`src/rtl/frag_pkg.sv`:
```
package frag_pkg;
  localparam int WORD_W   = 32;
  localparam int LEN_W    = 16;
  localparam int TID_W    = 24;
  localparam int FLAG_W   = 4;
  localparam int BID_W    = 12;
  localparam int TT_W     = 8;
  localparam int IDX_W    = 4;
  localparam int HDR_LAST = 10;
  localparam int TRL_LAST = 5;

  localparam logic [WORD_W-1:0] K_BOF   = 32'hB0F0_0000;
  localparam logic [WORD_W-1:0] K_MARK  = 32'hEE12_34EE;
  localparam logic [WORD_W-1:0] K_HSIZE = 32'h0000_0009;
  localparam logic [WORD_W-1:0] K_ONE   = 32'h0000_0001;
  localparam logic [WORD_W-1:0] K_EOF   = 32'hE0F0_0000;
  localparam logic [7:0]        K_BOB   = 8'h80;
  localparam logic [15:0]       K_EOB   = 16'hF000;
  localparam logic [11:0]       K_LINK  = 12'hC00;

  typedef enum logic [2:0] {
    ST_IDLE, ST_HDR, ST_LEN, ST_DATA, ST_LINK, ST_TRL
  } fb_state_t;
endpackage

```
`src/rtl/frag_chan_sel.sv`:
```
module frag_chan_sel #(
  parameter int NCH = 8,
  parameter int CHW = 3
) (
  input  logic [NCH-1:0] mask,
  input  logic [CHW-1:0] cur,
  input  logic           from_start,
  output logic           found,
  output logic [CHW-1:0] next
);
  logic [NCH-1:0] elig;

  for (genvar g = 0; g < NCH; g++) begin : g_elig
    assign elig[g] = mask[g] && (from_start || (g > int'(cur)));
  end

  always_comb begin
    found = |elig;
    next  = '0;
    for (int i = NCH - 1; i >= 0; i--) begin
      if (elig[i]) next = CHW'(i);
    end
  end
endmodule

```
`src/rtl/frag_word_gen.sv`:
```
module frag_word_gen
  import frag_pkg::*;
(
  input  logic              in_trailer,
  input  logic [IDX_W-1:0]  idx,
  input  logic [WORD_W-1:0] cfg_format,
  input  logic [WORD_W-1:0] cfg_module,
  input  logic [WORD_W-1:0] cfg_run,
  input  logic [WORD_W-1:0] cfg_det_type,
  input  logic [WORD_W-1:0] evid_word,
  input  logic [TID_W-1:0]  evid_low,
  input  logic [BID_W-1:0]  bunch,
  input  logic [TT_W-1:0]   ttype,
  input  logic [LEN_W-1:0]  total,
  input  logic [FLAG_W-1:0] flags,
  output logic [WORD_W-1:0] word
);
  always_comb begin
    word = '0;
    if (in_trailer) begin
      case (idx)
        4'd0: word = {K_EOB, total};
        4'd1: word = {{(WORD_W-FLAG_W){1'b0}}, flags};
        4'd2: word = K_ONE;
        4'd3: word = {{(WORD_W-LEN_W){1'b0}}, total};
        4'd4: word = K_ONE;
        4'd5: word = K_EOF;
        default: word = '0;
      endcase
    end else begin
      case (idx)
        4'd0:  word = K_BOF;
        4'd1:  word = K_MARK;
        4'd2:  word = K_HSIZE;
        4'd3:  word = cfg_format;
        4'd4:  word = cfg_module;
        4'd5:  word = cfg_run;
        4'd6:  word = evid_word;
        4'd7:  word = {{(WORD_W-BID_W){1'b0}}, bunch};
        4'd8:  word = {{(WORD_W-TT_W){1'b0}}, ttype};
        4'd9:  word = cfg_det_type;
        4'd10: word = {K_BOB, evid_low};
        default: word = '0;
      endcase
    end
  end
endmodule

```
`src/rtl/frag_builder.sv`:
```
module frag_builder
  import frag_pkg::*;
#(
  parameter int NCH = 8
) (
  input  logic                  clk,
  input  logic                  rst_n,
  input  logic                  test_mode,
  input  logic [NCH-1:0]        chan_en,
  input  logic [31:0]           cfg_format,
  input  logic [31:0]           cfg_module,
  input  logic [31:0]           cfg_run,
  input  logic [31:0]           cfg_det_type,
  input  logic [3:0]            err_flags,
  input  logic                  trig_valid,
  output logic                  trig_ready,
  input  logic [31:0]           trig_event_id,
  input  logic [11:0]           trig_bunch_id,
  input  logic [7:0]            trig_type,
  input  logic [NCH-1:0]        len_valid,
  output logic [NCH-1:0]        len_ready,
  input  logic [NCH*16-1:0]     len_data,
  input  logic [NCH-1:0]        dat_valid,
  output logic [NCH-1:0]        dat_ready,
  input  logic [NCH*32-1:0]     dat_word,
  output logic                  out_valid,
  input  logic                  out_ready,
  output logic [31:0]           out_data
);
  localparam int CHW = (NCH > 1) ? $clog2(NCH) : 1;

  fb_state_t          state;
  logic [IDX_W-1:0]   widx;
  logic [CHW-1:0]     cur_ch;
  logic [LEN_W-1:0]   rem;
  logic [LEN_W-1:0]   cur_len;
  logic [LEN_W-1:0]   total;
  logic [NCH-1:0]     mask_q;
  logic               tm_q;
  logic [WORD_W-1:0]  evid_q;
  logic [BID_W-1:0]   bid_q;
  logic [TT_W-1:0]    tt_q;
  logic [TID_W-1:0]   tcnt;

  logic [LEN_W-1:0]   len_arr [NCH];
  logic [WORD_W-1:0]  dat_arr [NCH];

  for (genvar g = 0; g < NCH; g++) begin : g_unpack
    assign len_arr[g] = len_data[g*LEN_W +: LEN_W];
    assign dat_arr[g] = dat_word[g*WORD_W +: WORD_W];
  end

  logic           sel_found;
  logic [CHW-1:0] sel_next;

  frag_chan_sel #(.NCH(NCH), .CHW(CHW)) u_sel (
    .mask       (mask_q),
    .cur        (cur_ch),
    .from_start (state == ST_HDR),
    .found      (sel_found),
    .next       (sel_next)
  );

  logic [WORD_W-1:0] evid_word;
  logic [TID_W-1:0]  evid_low;
  logic [WORD_W-1:0] frame_word;

  assign evid_word = tm_q ? {{(WORD_W-TID_W){1'b0}}, tcnt} : evid_q;
  assign evid_low  = tm_q ? tcnt : evid_q[TID_W-1:0];

  frag_word_gen u_words (
    .in_trailer   (state == ST_TRL),
    .idx          (widx),
    .cfg_format   (cfg_format),
    .cfg_module   (cfg_module),
    .cfg_run      (cfg_run),
    .cfg_det_type (cfg_det_type),
    .evid_word    (evid_word),
    .evid_low     (evid_low),
    .bunch        (bid_q),
    .ttype        (tt_q),
    .total        (total),
    .flags        (err_flags),
    .word         (frame_word)
  );

  logic out_fire;
  assign out_fire = out_valid && out_ready;

  always_comb begin
    out_valid  = 1'b0;
    out_data   = '0;
    trig_ready = 1'b0;
    len_ready  = '0;
    dat_ready  = '0;
    case (state)
      ST_IDLE: trig_ready = 1'b1;
      ST_HDR, ST_TRL: begin
        out_valid = 1'b1;
        out_data  = frame_word;
      end
      ST_LEN: len_ready[cur_ch] = 1'b1;
      ST_DATA: begin
        out_valid         = dat_valid[cur_ch];
        out_data          = dat_arr[cur_ch];
        dat_ready[cur_ch] = out_ready;
      end
      ST_LINK: begin
        out_valid = 1'b1;
        out_data  = {K_LINK, 4'(cur_ch), cur_len};
      end
      default: ;
    endcase
  end

  always_ff @(posedge clk) begin
    if (!rst_n) begin
      state   <= ST_IDLE;
      widx    <= '0;
      cur_ch  <= '0;
      rem     <= '0;
      cur_len <= '0;
      total   <= '0;
      mask_q  <= '0;
      tm_q    <= 1'b0;
      evid_q  <= '0;
      bid_q   <= '0;
      tt_q    <= '0;
      tcnt    <= '0;
    end else begin
      case (state)
        ST_IDLE: if (trig_valid) begin
          evid_q <= trig_event_id;
          bid_q  <= trig_bunch_id;
          tt_q   <= trig_type;
          mask_q <= chan_en;
          tm_q   <= test_mode;
          total  <= '0;
          widx   <= '0;
          state  <= ST_HDR;
        end
        ST_HDR: if (out_ready) begin
          if (widx == IDX_W'(HDR_LAST)) begin
            widx <= '0;
            if (sel_found) begin
              cur_ch <= sel_next;
              state  <= ST_LEN;
            end else begin
              state  <= ST_TRL;
            end
          end else begin
            widx <= widx + 1'b1;
          end
        end
        ST_LEN: if (len_valid[cur_ch]) begin
          cur_len <= len_arr[cur_ch];
          rem     <= len_arr[cur_ch];
          state   <= (len_arr[cur_ch] == '0) ? ST_LINK : ST_DATA;
        end
        ST_DATA: if (out_fire) begin
          total <= total + 1'b1;
          rem   <= rem - 1'b1;
          if (rem == LEN_W'(1)) state <= ST_LINK;
        end
        ST_LINK: if (out_ready) begin
          if (sel_found) begin
            cur_ch <= sel_next;
            state  <= ST_LEN;
          end else begin
            widx  <= '0;
            state <= ST_TRL;
          end
        end
        ST_TRL: if (out_ready) begin
          if (widx == IDX_W'(TRL_LAST)) begin
            tcnt  <= tcnt + 1'b1;
            state <= ST_IDLE;
          end else begin
            widx <= widx + 1'b1;
          end
        end
        default: state <= ST_IDLE;
      endcase
    end
  end

  AST_OUT_HOLD: assert property (@(posedge clk) disable iff (!rst_n)
    (out_valid && !out_ready) |=> (out_valid && $stable(out_data)));
  AST_LEN_ONEHOT: assert property (@(posedge clk) disable iff (!rst_n)
    $onehot0(len_ready));
  AST_DAT_ONEHOT: assert property (@(posedge clk) disable iff (!rst_n)
    $onehot0(dat_ready));
  AST_MASKED_QUIET: assert property (@(posedge clk) disable iff (!rst_n)
    ((len_ready | dat_ready) & ~mask_q) == '0);
  AST_TRIG_IDLE: assert property (@(posedge clk) disable iff (!rst_n)
    trig_ready |-> !out_valid);
  AST_TCNT_STEP: assert property (@(posedge clk) disable iff (!rst_n)
    (state == ST_TRL && widx == IDX_W'(TRL_LAST) && out_ready)
      |=> (tcnt == $past(tcnt) + 1'b1));
endmodule

```
`config.mk`:
```
export PLATFORM = sky130hd
export DESIGN_NAME = frag_builder
export DESIGN_NICKNAME = d
export VERILOG_FILES = /design/src/rtl/frag_pkg.sv /design/src/rtl/frag_chan_sel.sv /design/src/rtl/frag_word_gen.sv /design/src/rtl/frag_builder.sv
export SDC_FILE = /design/constraint.sdc
export NUM_CORES = 1
export LEC_CHECK = 0
export BUFFER_PORTS_ARGS = -buffer_cell sky130_fd_sc_hd__clkbuf_2
export CAP_MARGIN = 10
export CORE_AREA = 2 2 248 250
export CTS_CLUSTER_SIZE = 8
export DETAILED_ROUTE_END_ITERATION = 12
export DIE_AREA = 0 0 250 252
export PLACE_DENSITY_LB_ADDON = 0.08
export SLEW_MARGIN = 20
export SYNTH_ARGS = -nofsm -noshare
export SYNTH_HDL_FRONTEND = slang
export SYNTH_SLANG_ARGS = --single-unit
```
`constraint.sdc`:
```
create_clock -name clk -period 3.2 [get_ports clk]
set_clock_uncertainty 0.1 [all_clocks]
set_input_delay 0.64 -clock clk [delete_from_list [all_inputs] [get_ports clk]]
set_output_delay 0.64 -clock clk [all_outputs]
set_load 0.02 [all_outputs]
```
# Word level (Yosys, flattened, before mapping)
# Cells that the tools add are included.
# op_classes
bitwise	2
order_cmp	10
add_sub_neg	4
n_reduce_logical	36
eq_ne	27
muxes	61
# ops
op	count
32-bit case mux with 11 select lines	1
32-bit case mux with 5 select lines	1
32-bit 2-to-1 mux	4
32-bit binary-select mux with 3-bit select	1
16-bit 2-to-1 mux	6
32-bit case mux with 3 select lines	1
3-bit 2-to-1 mux	23
16-bit case mux with 2 select lines	2
16-bit binary-select mux with 3-bit select	1
4-bit 2-to-1 mux	7
24-bit by 1-bit adder with 24-bit output (second input constant)	1
24-bit 2-to-1 mux	1
2-bit inequality test (second input constant)	11
3-bit case mux with 6 select lines	1
16-bit by 1-bit adder with 16-bit output (second input constant)	1
16-bit by 1-bit equality test with 1-bit output (second input constant)	1
4-bit by 3-bit equality test with 1-bit output (second input constant)	4
16-bit zero test	1
8-bit 2-to-1 mux	2
4-bit case mux with 4 select lines	1
16-bit by 1-bit subtractor with 16-bit output (second input constant)	1
4-bit equality test (second input constant)	3
3-bit greater-than comparator (first input constant)	4
1-bit logical AND	10
31 further kinds	51
# totals
elab_cells	152
ff_bits	143
inputBits	597

# Depth between registers and ports, before layout
# Gate-level depths: netlist of the first run.
# logic_depth
ltp_word	15
mapped_depth	12
ltp_nobuf	9

# Modules after synthesis
# A second synthesis of the first run with hierarchy kept.
# unflattened
cells_unflattened	1557
area_unflattened_um2	12146.6
# modules_own_cells
module	cells_each	area_each_um2	seq_area_each_um2	instances
frag_builder	1217	9865.7	2862.7	1
frag_word_gen	304	2038.2	0.0	1
frag_chan_sel	36	242.7	0.0	1

# Worst setup path after synthesis of the first run
# No wires, ideal clock.
# synth_path
path_kind	register -> output
start	register cur_ch[2]
end	output out_data[12]
path_slack_ns	-0.162
t_required_ns	2.460
arrival_ns	2.622
path_buffers	6
stages_incl_launch_ff	13
path_cell_list	dfxtp_1 > buf_2 > buf_4 > buf_2 > buf_2 > buf_2 > buf_2 > mux2i_1 > o22ai_1 > a221oi_1 > a21oi_1 > a221oi_1 > o21ai_0
# synth_between
elab_chain_cells	5
# synth_lines
element	line	rtl
from (decl)	frag_builder.sv:34	logic [CHW-1:0] cur_ch;
from (signal assigned)	frag_builder.sv:146	cur_ch <= sel_next;
from (signal assigned)	frag_builder.sv:167	cur_ch <= sel_next;
3-bit inverter with 4-bit output (implied by the code)	frag_builder.sv:105	out_data = dat_arr[cur_ch];
32-bit binary-select mux with 3-bit select	frag_builder.sv:105	
32-bit 2-to-1 mux (implied by the code) (2 in series)	frag_builder.sv:105	
32-bit case mux with 3 select lines	frag_builder.sv:96	case (state)
to (decl)	frag_builder.sv:28	output logic [31:0] out_data
# Every way passes these cells. The select of a mux whose other input is x is not followed.

# Worst setup path in the final report of the first run
# layout_path
start	register widx[0]
end	output out_data[29]
# layout_between
elab_chain_cells	5
# layout_lines
element	line	rtl
from (decl)	frag_builder.sv:33	logic [IDX_W-1:0] widx;
from (signal assigned)	frag_builder.sv:152	widx <= widx + 1'b1;
from (signal assigned)	frag_builder.sv:179	widx <= widx + 1'b1;
4-bit by 2-bit equality test with 1-bit output or 4-bit by 3-bit equality test with 1-bit output (tied branches)	frag_word_gen.sv:21, frag_word_gen.sv:31	
2-bit OR reduction (no source line)	--	
32-bit case mux with 5 select lines	frag_word_gen.sv:21	case (idx)
32-bit 2-to-1 mux *	frag_word_gen.sv:20	if (in_trailer) begin
32-bit case mux with 3 select lines *	frag_builder.sv:96	
# Mark *: on every way between the ends. The rest lies on a longest branch, timed or not.

==> results of run 1 <==
## where the power goes
| part | total (mW) | internal (mW) | switching (mW) | leakage, nW |
|---|---|---|---|---|
| combinational | 7.37 | 3.14 | 4.23 | 6.92 |
| clock | 2.17 | 1.27 | 0.905 | 0.296 |
| sequential | 2.25 | 2.04 | 0.211 | 1.17 |
| total | 11.8 | 6.45 | 5.35 | 8.38 |
## metrics by stage
stage | utilization | worst slack [ns] | area (um2) | total power [mW] | std cells
CTS | 0.327 | -0.296 | 19700 | 11.7 | 3075
global route | 0.332 | -0.400 | 19900 | 12.3 | 3089
detailed placement | 0.281 | -0.522 | 16900 | 8.22 | 2985
finish | 0.332 | -0.281 | 19900 | 11.8 | 3093
global placement | 0.281 | -0.545 | 16900 | 8.23 | 2985
floorplan | - | -0.0211 | 11400 | 5.12 | 1479
## cell families after synthesis
logic type,count (synthesis),synth area share
multiplexers,123,0.137
buffers and inverters,145,0.0532
AO/OA/AOI/OAI,512,0.314
XOR/XNOR,27,0.0207
adder cells (fa/ha/maj),8,0.00878
AND/OR/NAND/NOR,521,0.215
flip-flops,143,0.251
## area by class of cell
class / instances / area [um2] / share of cell area
multi-input cells: 1192 / 9220 / 0.462
repair buffers: 918 / 6150 / 0.308
flip-flops and latches: 143 / 2890 / 0.145
well taps: 782 / 978 / 0.0491
clock buffers: 19 / 453 / 0.0227
clock inverters: 12 / 159 / 0.00797
inverters: 15 / 73.8 / 0.00370
diodes: 12 / 30.0 / 0.00151
## state kept, by name, indices dropped and copies added (netlist names)
name     cells
bid_q       12
cur_ch       3
cur_len     16
evid_q      32
mask_q       8
rem         16
state        3
tcnt        24
tm_q         1
total       16
tt_q         8
widx         4
## routing by layer
| layer | part of all wire | wire length (um) | vias to the layer above | global-route usage |
|---|---|---|---|---|
| met3 | 0.072 | 6890 | 103 | 0.0545 |
| met5 | 0.00066 | 63 | - | 0 |
| li1 | - | - | 7239 | - |
| met4 | 0.024 | 2260 | 10 | 0.0808 |
| met2 | 0.49 | 46700 | 719 | 0.520 |
| met1 | 0.42 | 39800 | 7776 | 0.373 |
## synth_stat cells, drive strengths merged (11+ instances only)
cell type | instances | area [um2]
o211ai | 11 | 82.6
a21oi | 107 | 539
clkbuf | 102 | 384
mux4 | 21 | 514
nor2b | 25 | 156
nand3 | 29 | 145
nand2 | 211 | 792
or3 | 19 | 119
and3 | 12 | 75.1
xor2 | 15 | 131
buf | 28 | 166
a221oi | 53 | 464
nor2 | 114 | 428
dfxtp | 143 | 2860
and2 | 31 | 194
mux2 | 26 | 293
xnor2 | 12 | 105
mux2i | 76 | 761
a31oi | 21 | 131
o21ai | 73 | 365
a22oi | 94 | 706
inv | 15 | 56.3
a222oi | 17 | 170
a21boi | 63 | 473
a22o | 11 | 96.3
nor3 | 25 | 140
nand4 | 12 | 75.1
## worst max-delay path, delay by kind of cell, from the launching register on
family / cells / cell delay (ns)
flip-flops: 1 / 0.36
AND/OR/NAND/NOR: 1 / 0.04
AO/OA/AOI/OAI: 6 / 1.16
adder cells (fa/ha/maj): 1 / 0.16
buffers and inverters: 4 / 0.52
## repair_timing
item / 4_1_cts / 5_1_grt
pin swaps: 72 / 34
endpoints found under the hold margin: 0 / 0
resized for setup: 354 / 53
endpoints found under the setup margin: 40 / 56
buffers inserted: 66 / 7
cloned: 7 / 1
## worst paths after layout
kind	cells after the start	end
max	12	out_data[29]
min	3	tt_q[3]
max reg2reg	11	rem[0]
min reg2reg	2	bid_q[1]
==> flow_summary_export.csv, run 1 <==
group,metric,value,unit
die,die_area,0.0630,mm2
routing,drt-wirelength-per-cell,30.9,um
clock_tree,clockRootBuffer,"clkbuf_16",
die,fp-row-count,90,
setup_path,crit_start,"widx[0]",
global_routing,globalRoute.totalOverflow,0,
global_routing,grt_max_degree,62,
final_layout,finalNetCount,2892,
routing,detail-route-antenna-nets,0,
placed_design,post_detail_place_hpwl,79.6,mm
global_routing,grt_pass1_vias,16200,
status,failed_checks,"negative setup slack",
final_layout,layout.cells.most_common_list,"clkbuf_2, buf_4, nand2_1",
global_routing,antenna_violations_before_repair,22,
clock_tree,worst_skew_pair.late_latency,0.48,ns
yosys,synth_edf_count,0,
placed_design,routabilityCongestion,1.04,
yosys,synthCells,1479,
setup_path,critPathRequiredTime,2.46,ns
setup_path,crit_path_cells,"inv_2, ha_4, buf_6, nor3_2, o21ai_2, o41ai_4, a211o_4, buf_6, a31o_4, a31o_4, o21ai_2, clkbuf_8",
status,outcome,"finished, violations left",
clock_tree,cts.clk_slew.worst_paths,0.07,ns
yosys,synth_seq_cells,143,
clock_tree,cts_hold_buf,0,
die,die_y,252,um
global_routing,global_route_wire_length_before_repair,130,mm
yosys,synthesis.area_per_instance,7.71,um2
final_layout,areaGrowthSynthToFinish,74.9,%
sta,min_period_over_period,1.09,
routing,wirelength,95.7,mm
setup_path,worstSetupStartpointType,"flip-flop",
setup_path,worstSetupPathType,"reg -> out",
die,ioPinCount,647,
flow_run,drv_cap,0,
setup_path,setup.worst_path.end_class,"primary output",
clock_tree,clk_path_buf_depth,2,
sta,finalWorstPathRequiredPeriod,3.48,ns
placed_design,io_buffer_count,646,
die,width_of_the_die,250,um
setup_path,critical_path.max_stage_delay,0.40,ns
die,core-area,0.0601,mm2
routing,dr.first_iter.drc_count,1346,
routing,avgViaCountPerCell,5.12,
sta,totalNegativeSetupSlack,-4.85,ns
sta,max_slew_margin,0.412,
sta,rsz_0062_raised_after_global_routing,"yes",
final_layout,fillerInstances,6560,
power_and_ir_drop,p_leak,8.38,nW
sta,final_hold_viol_count,0,
final_layout,proportion_of_layout_cells_with_a_drive_suffix_above_1,0.518,
yosys,yosysSeqAreaShare,0.251,
yosys,postSynth.asyncResetShare,0,
routing,drcViolationCount,0,
clock_tree,numClockSinks,143,
power_and_ir_drop,power-per-cell-area,592,mW/mm2
yosys,synth_nets,2084,
sta,hold_slack,0.277,ns
power_and_ir_drop,peakVddDrop,0.395,mV
sta,timing_max_transition_violations_final,0,
sta,max_clock_freq,287,MHz
routing,via_count,15800,
clock_tree,cts-buffers-inserted,17,
sta,worst_slew_pin_slew,0.883,ns
setup_path,critical-path-slowest-cell,"a211o_4",
clock_tree,tritoncts_clock_tree,"built",
routing,drt_first_pass_iters,5,
global_routing,grtUsageTotal,0.297,
die,initial_utilization,0.190,
yosys,synth_top_flop_cell,"dfxtp_1",
yosys,netlist_area,0.0114,mm2
yosys,yosys_warnings,0,
setup_path,r2r_setup_slack,0.05,ns
worst_hold_path,worstHoldStart,"trig_type[3]",
yosys,netlist-cell-type-count,71,
setup_path,worstPathMaxFanout,5,
sta,finalSetupViolations,31,
setup_path,worstReg2RegStart,"cur_ch[2]",
clock_tree,cts_htree_levels,4,
final_layout,layout.cells.most_common,"clkbuf_2",
sta,worst_slack,-0.281,ns
setup_path,crit_arrival,2.74,ns
worst_hold_path,min_delay_worst_type,"in -> reg",
(Power assumes the default switching activity.)
==> inputs of run 2 (changes only) <==
CORE_AREA = 2 2 252 254   (was 2 2 248 250)
DIE_AREA = 0 0 254 256   (was 0 0 250 252)
clock period = 3.31 ns   (was 3.2 ns; I/O delays follow)
==> run 2 against run 1 <==
The flow still finishes with violations (negative setup slack); critical path type unchanged; sequential cell count unchanged; sequential power down 2%; hold slack better by 0.024 ns; via count down 0.32%.
==> flow_summary_export.csv, run 2 (same netlist as run 1, synthesis figures left out) <==
group,metric,value,unit
sta,worst_slack,-0.285,ns
global_routing,grt_pass1_vias,15900,
placed_design,place.detailed.instances,3016,
final_layout,post-route-cell-area,0.0198,mm2
routing,detail-route-antenna-nets,0,
die,width_of_the_die,254,um
final_layout,fillerInstances,6853,
final_layout,register_area,0.00289,mm2
status,failed_checks,"negative setup slack",
placed_design,placedInstanceArea,0.0167,mm2
global_routing,global_route_wire_length_before_repair,124,mm
final_layout,reg_top3,"evid_q (32), tcnt (24)",
power_and_ir_drop,tot_pwr,11.1,mW
clock_tree,cts.clk_slew.worst_paths,0.07,ns
clock_tree,tritoncts_clock_tree,"built",
die,core-area,0.0624,mm2
clock_tree,worst_skew_pair.late_latency,0.48,ns
die,die_area,0.0650,mm2
global_routing,antenna_violations_before_repair,17,
sta,totalNegativeSetupSlack,-2.18,ns
routing,via_count,15800,
sta,rsz_0062_raised_after_global_routing,"yes",
status,outcome,"finished, violations left",
final_layout,finalNetCount,2866,
flow_run,drv_cap,0,
setup_path,worstPathMaxFanout,7,
routing,avgViaCountPerCell,5.05,
sta,max_clock_freq,278,MHz
sta,min_period_over_period,1.09,
routing,drt-wirelength-per-cell,29.3,um
die,initial_utilization,0.183,
final_layout,layout.cells.most_common,"clkbuf_2",
die,ioPinCount,647,
sta,finalWorstPathRequiredPeriod,3.60,ns
final_layout,finalNonFillerCells,3130,
routing,drt_first_pass_iters,8,
clock_tree,clk_path_buf_depth,2,
clock_tree,cts-buffers-inserted,17,
placed_design,io_buffer_count,646,
clock_tree,clockRootBuffer,"clkbuf_16",
setup_path,crit_arrival,2.83,ns
die,fp-row-count,92,
power_and_ir_drop,peakVddDrop,0.416,mV
final_layout,layout.cells.most_common_list,"clkbuf_2, nand2_1, buf_4",
global_routing,grt_max_degree,62,
sta,worst_slew_pin_slew,0.869,ns
setup_path,worstSetupStartpointType,"flip-flop",
global_routing,grtUsageTotal,0.272,
sta,timing_max_transition_violations_final,0,
power_and_ir_drop,power-per-cell-area,560,mW/mm2
final_layout,areaGrowthSynthToFinish,73.6,%
final_layout,number_of_flip_flops_in_the_largest_register,32,
routing,drcViolationCount,0,
placed_design,routabilityCongestion,0.966,
setup_path,r2r_setup_slack,0.09,ns
sta,final_hold_viol_count,0,
setup_path,critPathRequiredTime,2.55,ns
power_and_ir_drop,p_leak,8.20,nW
sta,finalSetupViolations,21,
setup_path,setup.worst_path.end_class,"primary output",
sta,max_slew_margin,0.420,
global_routing,globalRoute.totalOverflow,0,
die,die_y,256,um
final_layout,largest-register,"evid_q",
placed_design,post_detail_place_hpwl,75.7,mm
final_layout,multi_input_combinational_cell_area,0.00913,mm2
clock_tree,numClockSinks,143,
final_layout,proportion_of_layout_cells_with_a_drive_suffix_above_1,0.505,
setup_path,worstSetupPathType,"reg -> out",
routing,wirelength,91.7,mm
worst_hold_path,min_delay_worst_type,"in -> reg",
clock_tree,cts_htree_levels,4,
routing,dr.first_iter.drc_count,1189,
sta,hold_slack,0.301,ns
## run 2: changes by cell type in the layout (fill, tap and decap cells not counted), sizes merged, moves of 2 or more
cell and delta:
clkbuf -8, inv +4, buf -17, diode -2
## run 2: layout make-up
cell class	instances	share of cell area
Sequential cell	143	0.146
Clock inverter	13	0.00739
Inverter	15	0.00392
Multi-Input combinational cell	1192	0.461
Antenna cell	10	0.00126
Tap cell	846	0.0535
Clock buffer	19	0.0229
Timing Repair Buffer	892	0.304
## run 2: per-layer routing
layer	vias up	wire length [um]	GRT usage
li1	7199	-	-
met1	7730	39600	0.345
met2	755	44100	0.464
met3	110	5470	0.0543
met4	2	2540	0.0753
met5	-	13	0
## run 2: critical path: stages (launching register included)
cell	delay [ns]
dfxtp_2	0.36
inv_4	0.05
ha_4	0.18
and2_4	0.17
buf_12	0.13
a222oi_1	0.78
a311oi_2	0.23
a21oi_1	0.19
o21ai_2	0.10
clkbuf_8	0.16
## run 2: where the power goes
| part | total (mW) | internal, mW | switching, mW |
|---|---|---|---|
| clock | 2.08 | 1.16 | 0.918 |
| sequential | 2.20 | 1.97 | 0.229 |
| combinational | 6.82 | 2.89 | 3.92 |
## run 2: final timing paths
check / endpoint / start / cells after the start
max reg2reg: state[2] / cur_ch[1] / 10
min reg2reg: tt_q[5] / tt_q[5] / 2
min: bid_q[2] / trig_bunch_id[2] / 3
max: out_data[15] / widx[1] / 9
## run 2: through the flow
stage | setup WS (ns) | util
after floorplan | -0.00408 | -
after global placement | -0.318 | 0.268
after detailed placement | -0.331 | 0.268
after CTS | -0.242 | 0.304
after global routing | -0.265 | 0.317
final | -0.285 | 0.317
## run 2: what timing repair did
action | in CTS | in global routing
endpoints found under the setup margin | 41 | 37
buffers inserted | 47 | 29
pin swaps | 51 | 68
endpoints found under the hold margin | 0 | 0
resized for setup | 242 | 151
gates cloned | 3 | 4
hold buffers | 0 | 0
==> inputs of run 3 (changes only) <==
CORE_AREA = 2 2 249 251   (was 2 2 252 254)
DIE_AREA = 0 0 251 253   (was 0 0 254 256)
SETUP_SLACK_MARGIN = 0.2   (was not set)
SLEW_MARGIN = 10   (was 20)
==> run 3 against run 2 <==
The flow still finishes with violations (negative setup slack); register-to-register slack improved by 0.26 ns; critical path type unchanged; sequential cell count stayed put; global-route usage grew 0.50 points; utilization fell by 0.21 points.
==> flow_summary_export.csv, run 3 (same netlist as run 1, synthesis figures left out) <==
group,metric,value,unit
global_routing,global_route_wire_length_before_repair,123,mm
final_layout,proportion_of_layout_cells_with_a_drive_suffix_above_1,0.503,
setup_path,worstReg2RegStart,"cur_ch[1]",
sta,timing_max_transition_violations_final,0,
sta,final_hold_viol_count,0,
clock_tree,worst_skew_pair.late_latency,0.48,ns
setup_path,worstSetupPathType,"reg -> out",
die,width_of_the_die,251,um
sta,max_slew_margin,0.438,
sta,max_clock_freq,272,MHz
setup_path,reg2regPathDepth,10,
sta,worst_slew_pin_slew,0.843,ns
placed_design,post_detail_place_hpwl,75.6,mm
sta,hold_slack,0.303,ns
setup_path,cp.buffers_inverters,3,
routing,maxUsedRoutingLayer,"met4",
die,die_area,0.0635,mm2
die,initial_utilization,0.187,
setup_path,critPathRequiredTime,2.55,ns
global_routing,globalRoute.totalOverflow,0,
sta,finalSetupViolations,27,
clock_tree,numClockSinks,143,
die,fp-row-count,91,
setup_path,worstSetupStartpointType,"flip-flop",
global_routing,grtUsageTotal,0.277,
final_layout,layout.core_utilization,0.315,
power_and_ir_drop,p_leak,8.10,nW
die,ioPinCount,647,
sta,min_period_over_period,1.11,
routing,via_count,15500,
final_layout,multi_input_combinational_cell_area,0.00895,mm2
placed_design,place.detailed.instances,2967,
routing,route.layer.met1.wl,40.4,mm
placed_design,routabilityCongestion,1.01,
final_layout,fillerInstances,6757,
worst_hold_path,worst_hold_path.num_cells,3,
routing,detail-route-antenna-nets,0,
final_layout,reg_top3,"evid_q (32), tcnt (24)",
routing,drt-wirelength-per-cell,29.5,um
worst_hold_path,min_delay_worst_type,"in -> reg",
routing,dr.first_iter.drc_count,1209,
flow_run,drv_cap,0,
sta,rsz_0062_raised_after_global_routing,"yes",
placed_design,preCtsSetupSlack,-0.410,ns
routing,drt_first_pass_iters,5,
worst_hold_path,worstHoldStart,"trig_bunch_id[1]",
clock_tree,clk_path_buf_depth,2,
setup_path,path_common_cell,"buf_8",
placed_design,placedInstanceArea,0.0167,mm2
clock_tree,cts_htree_levels,4,
final_layout,finalNetCount,2868,
setup_path,worstPathMaxFanout,10,
clock_tree,cts.clk_slew.worst_paths,0.07,ns
power_and_ir_drop,peakVddDrop,0.397,mV
status,outcome,"finished, violations left",
worst_hold_path,whs_endpoint,"bid_q[1]",
setup_path,crit_path_cells,"nor2b_1, and2_4, buf_8, a222oi_1, a311oi_2, a21oi_1, o21ai_2, buf_4, buf_8",
sta,totalNegativeSetupSlack,-4.78,ns
global_routing,grt_pass1_vias,15700,
sta,worst_slack,-0.366,ns
setup_path,critical-path-slowest-cell,"a222oi_1",
power_and_ir_drop,power-per-cell-area,559,mW/mm2
clock_tree,clockRootBuffer,"clkbuf_16",
routing,wirelength,90.5,mm
clock_tree,tritoncts_clock_tree,"built",
setup_path,setup.worst_path.end_class,"primary output",
setup_path,reg2reg_to,"state[2]",
setup_path,r2r_setup_slack,0.35,ns
die,core-area,0.0610,mm2
global_routing,antenna_violations_before_repair,7,
final_layout,register_area,0.00289,mm2
routing,wl_met3,4.67,mm
final_layout,post-route-cell-area,0.0192,mm2
final_layout,finalNonFillerCells,3067,
final_layout,areaGrowthSynthToFinish,68.7,%
routing,routed-wl-met2,43.4,mm
final_layout,largest-register,"evid_q",
final_layout,layout.cells.most_common_list,"clkbuf_2, nand2_1, buf_4",
setup_path,crit_arrival,2.91,ns
status,failed_checks,"negative setup slack",
placed_design,io_buffer_count,646,
clock_tree,cts-buffers-inserted,17,
global_routing,grt_max_degree,62,
routing,drcViolationCount,0,
routing,avgViaCountPerCell,5.05,
final_layout,layout.cells.most_common,"clkbuf_2",
setup_path,critical_path.top_delay_family,"compound AO/OA/AOI/OAI gates",
sta,finalWorstPathRequiredPeriod,3.68,ns
die,die_y,253,um
power_and_ir_drop,tot_pwr,10.8,mW
setup_path,critical_path.max_stage_delay,0.76,ns
final_layout,number_of_flip_flops_in_the_largest_register,32,
-- run 3: changes by cell type in the layout (fill, tap and decap cells not counted), moves of 9 or more --
cell	change
buf_6	-10
diode_2	-9
buf_4	+29
buf_12	-14
-- run 3: worst max path at each step --
stage              start      endpoint  slack [ns]  cells after the start
5_1_grt          widx[1]  out_data[15]       -0.43                     10
6_report         widx[3]  out_data[15]       -0.37                      9
2_1_floorplan  cur_ch[2]  out_data[12]        0.18                     12
4_1_cts          widx[1]  out_data[15]       -0.32                     10
3_5_place_dp   cur_ch[2]  out_data[14]       -0.41                      8
3_3_place_gp   cur_ch[2]  out_data[14]       -0.44                      8
-- run 3: worst min-delay path, cell delays in order --
cell and delay, ns:
clkbuf_2 0.08, nand2_1 0.05, a21oi_1 0.05
-- run 3: final cells by class --
cell class	count	area share
inverter	15	0.00345
sequential	143	0.150
tap	790	0.0514
clock inverter	15	0.00761
clock buffer	17	0.0221
multi-input combinational	1191	0.465
timing repair buffer	895	0.300
antenna	1	0.000130
-- run 3: power breakdown --
group          total (mW)  internal [mW]  leakage, nW  switching (mW)
logic                6.58           2.76         6.66            3.82
registers            2.21           1.97         1.17           0.236
clock network        1.97          0.995        0.274           0.978
-- run 3: timing repair --
item / CTS / global route
resized for setup: 202 / 140
buffers inserted: 25 / 39
endpoints found under the setup margin: 40 / 48
hold buffers: 0 / 0
gates cloned: 1 / 2
pin swaps: 33 / 48
-- run 3: routing by layer --
| layer | vias to the layer above | GRT usage |
|---|---|---|
| li1 | 7188 | - |
| met1 | 7560 | 0.364 |
| met2 | 665 | 0.479 |
| met3 | 75 | 0.0373 |
| met4 | 0 | 0.0641 |
| met5 | - | 0 |
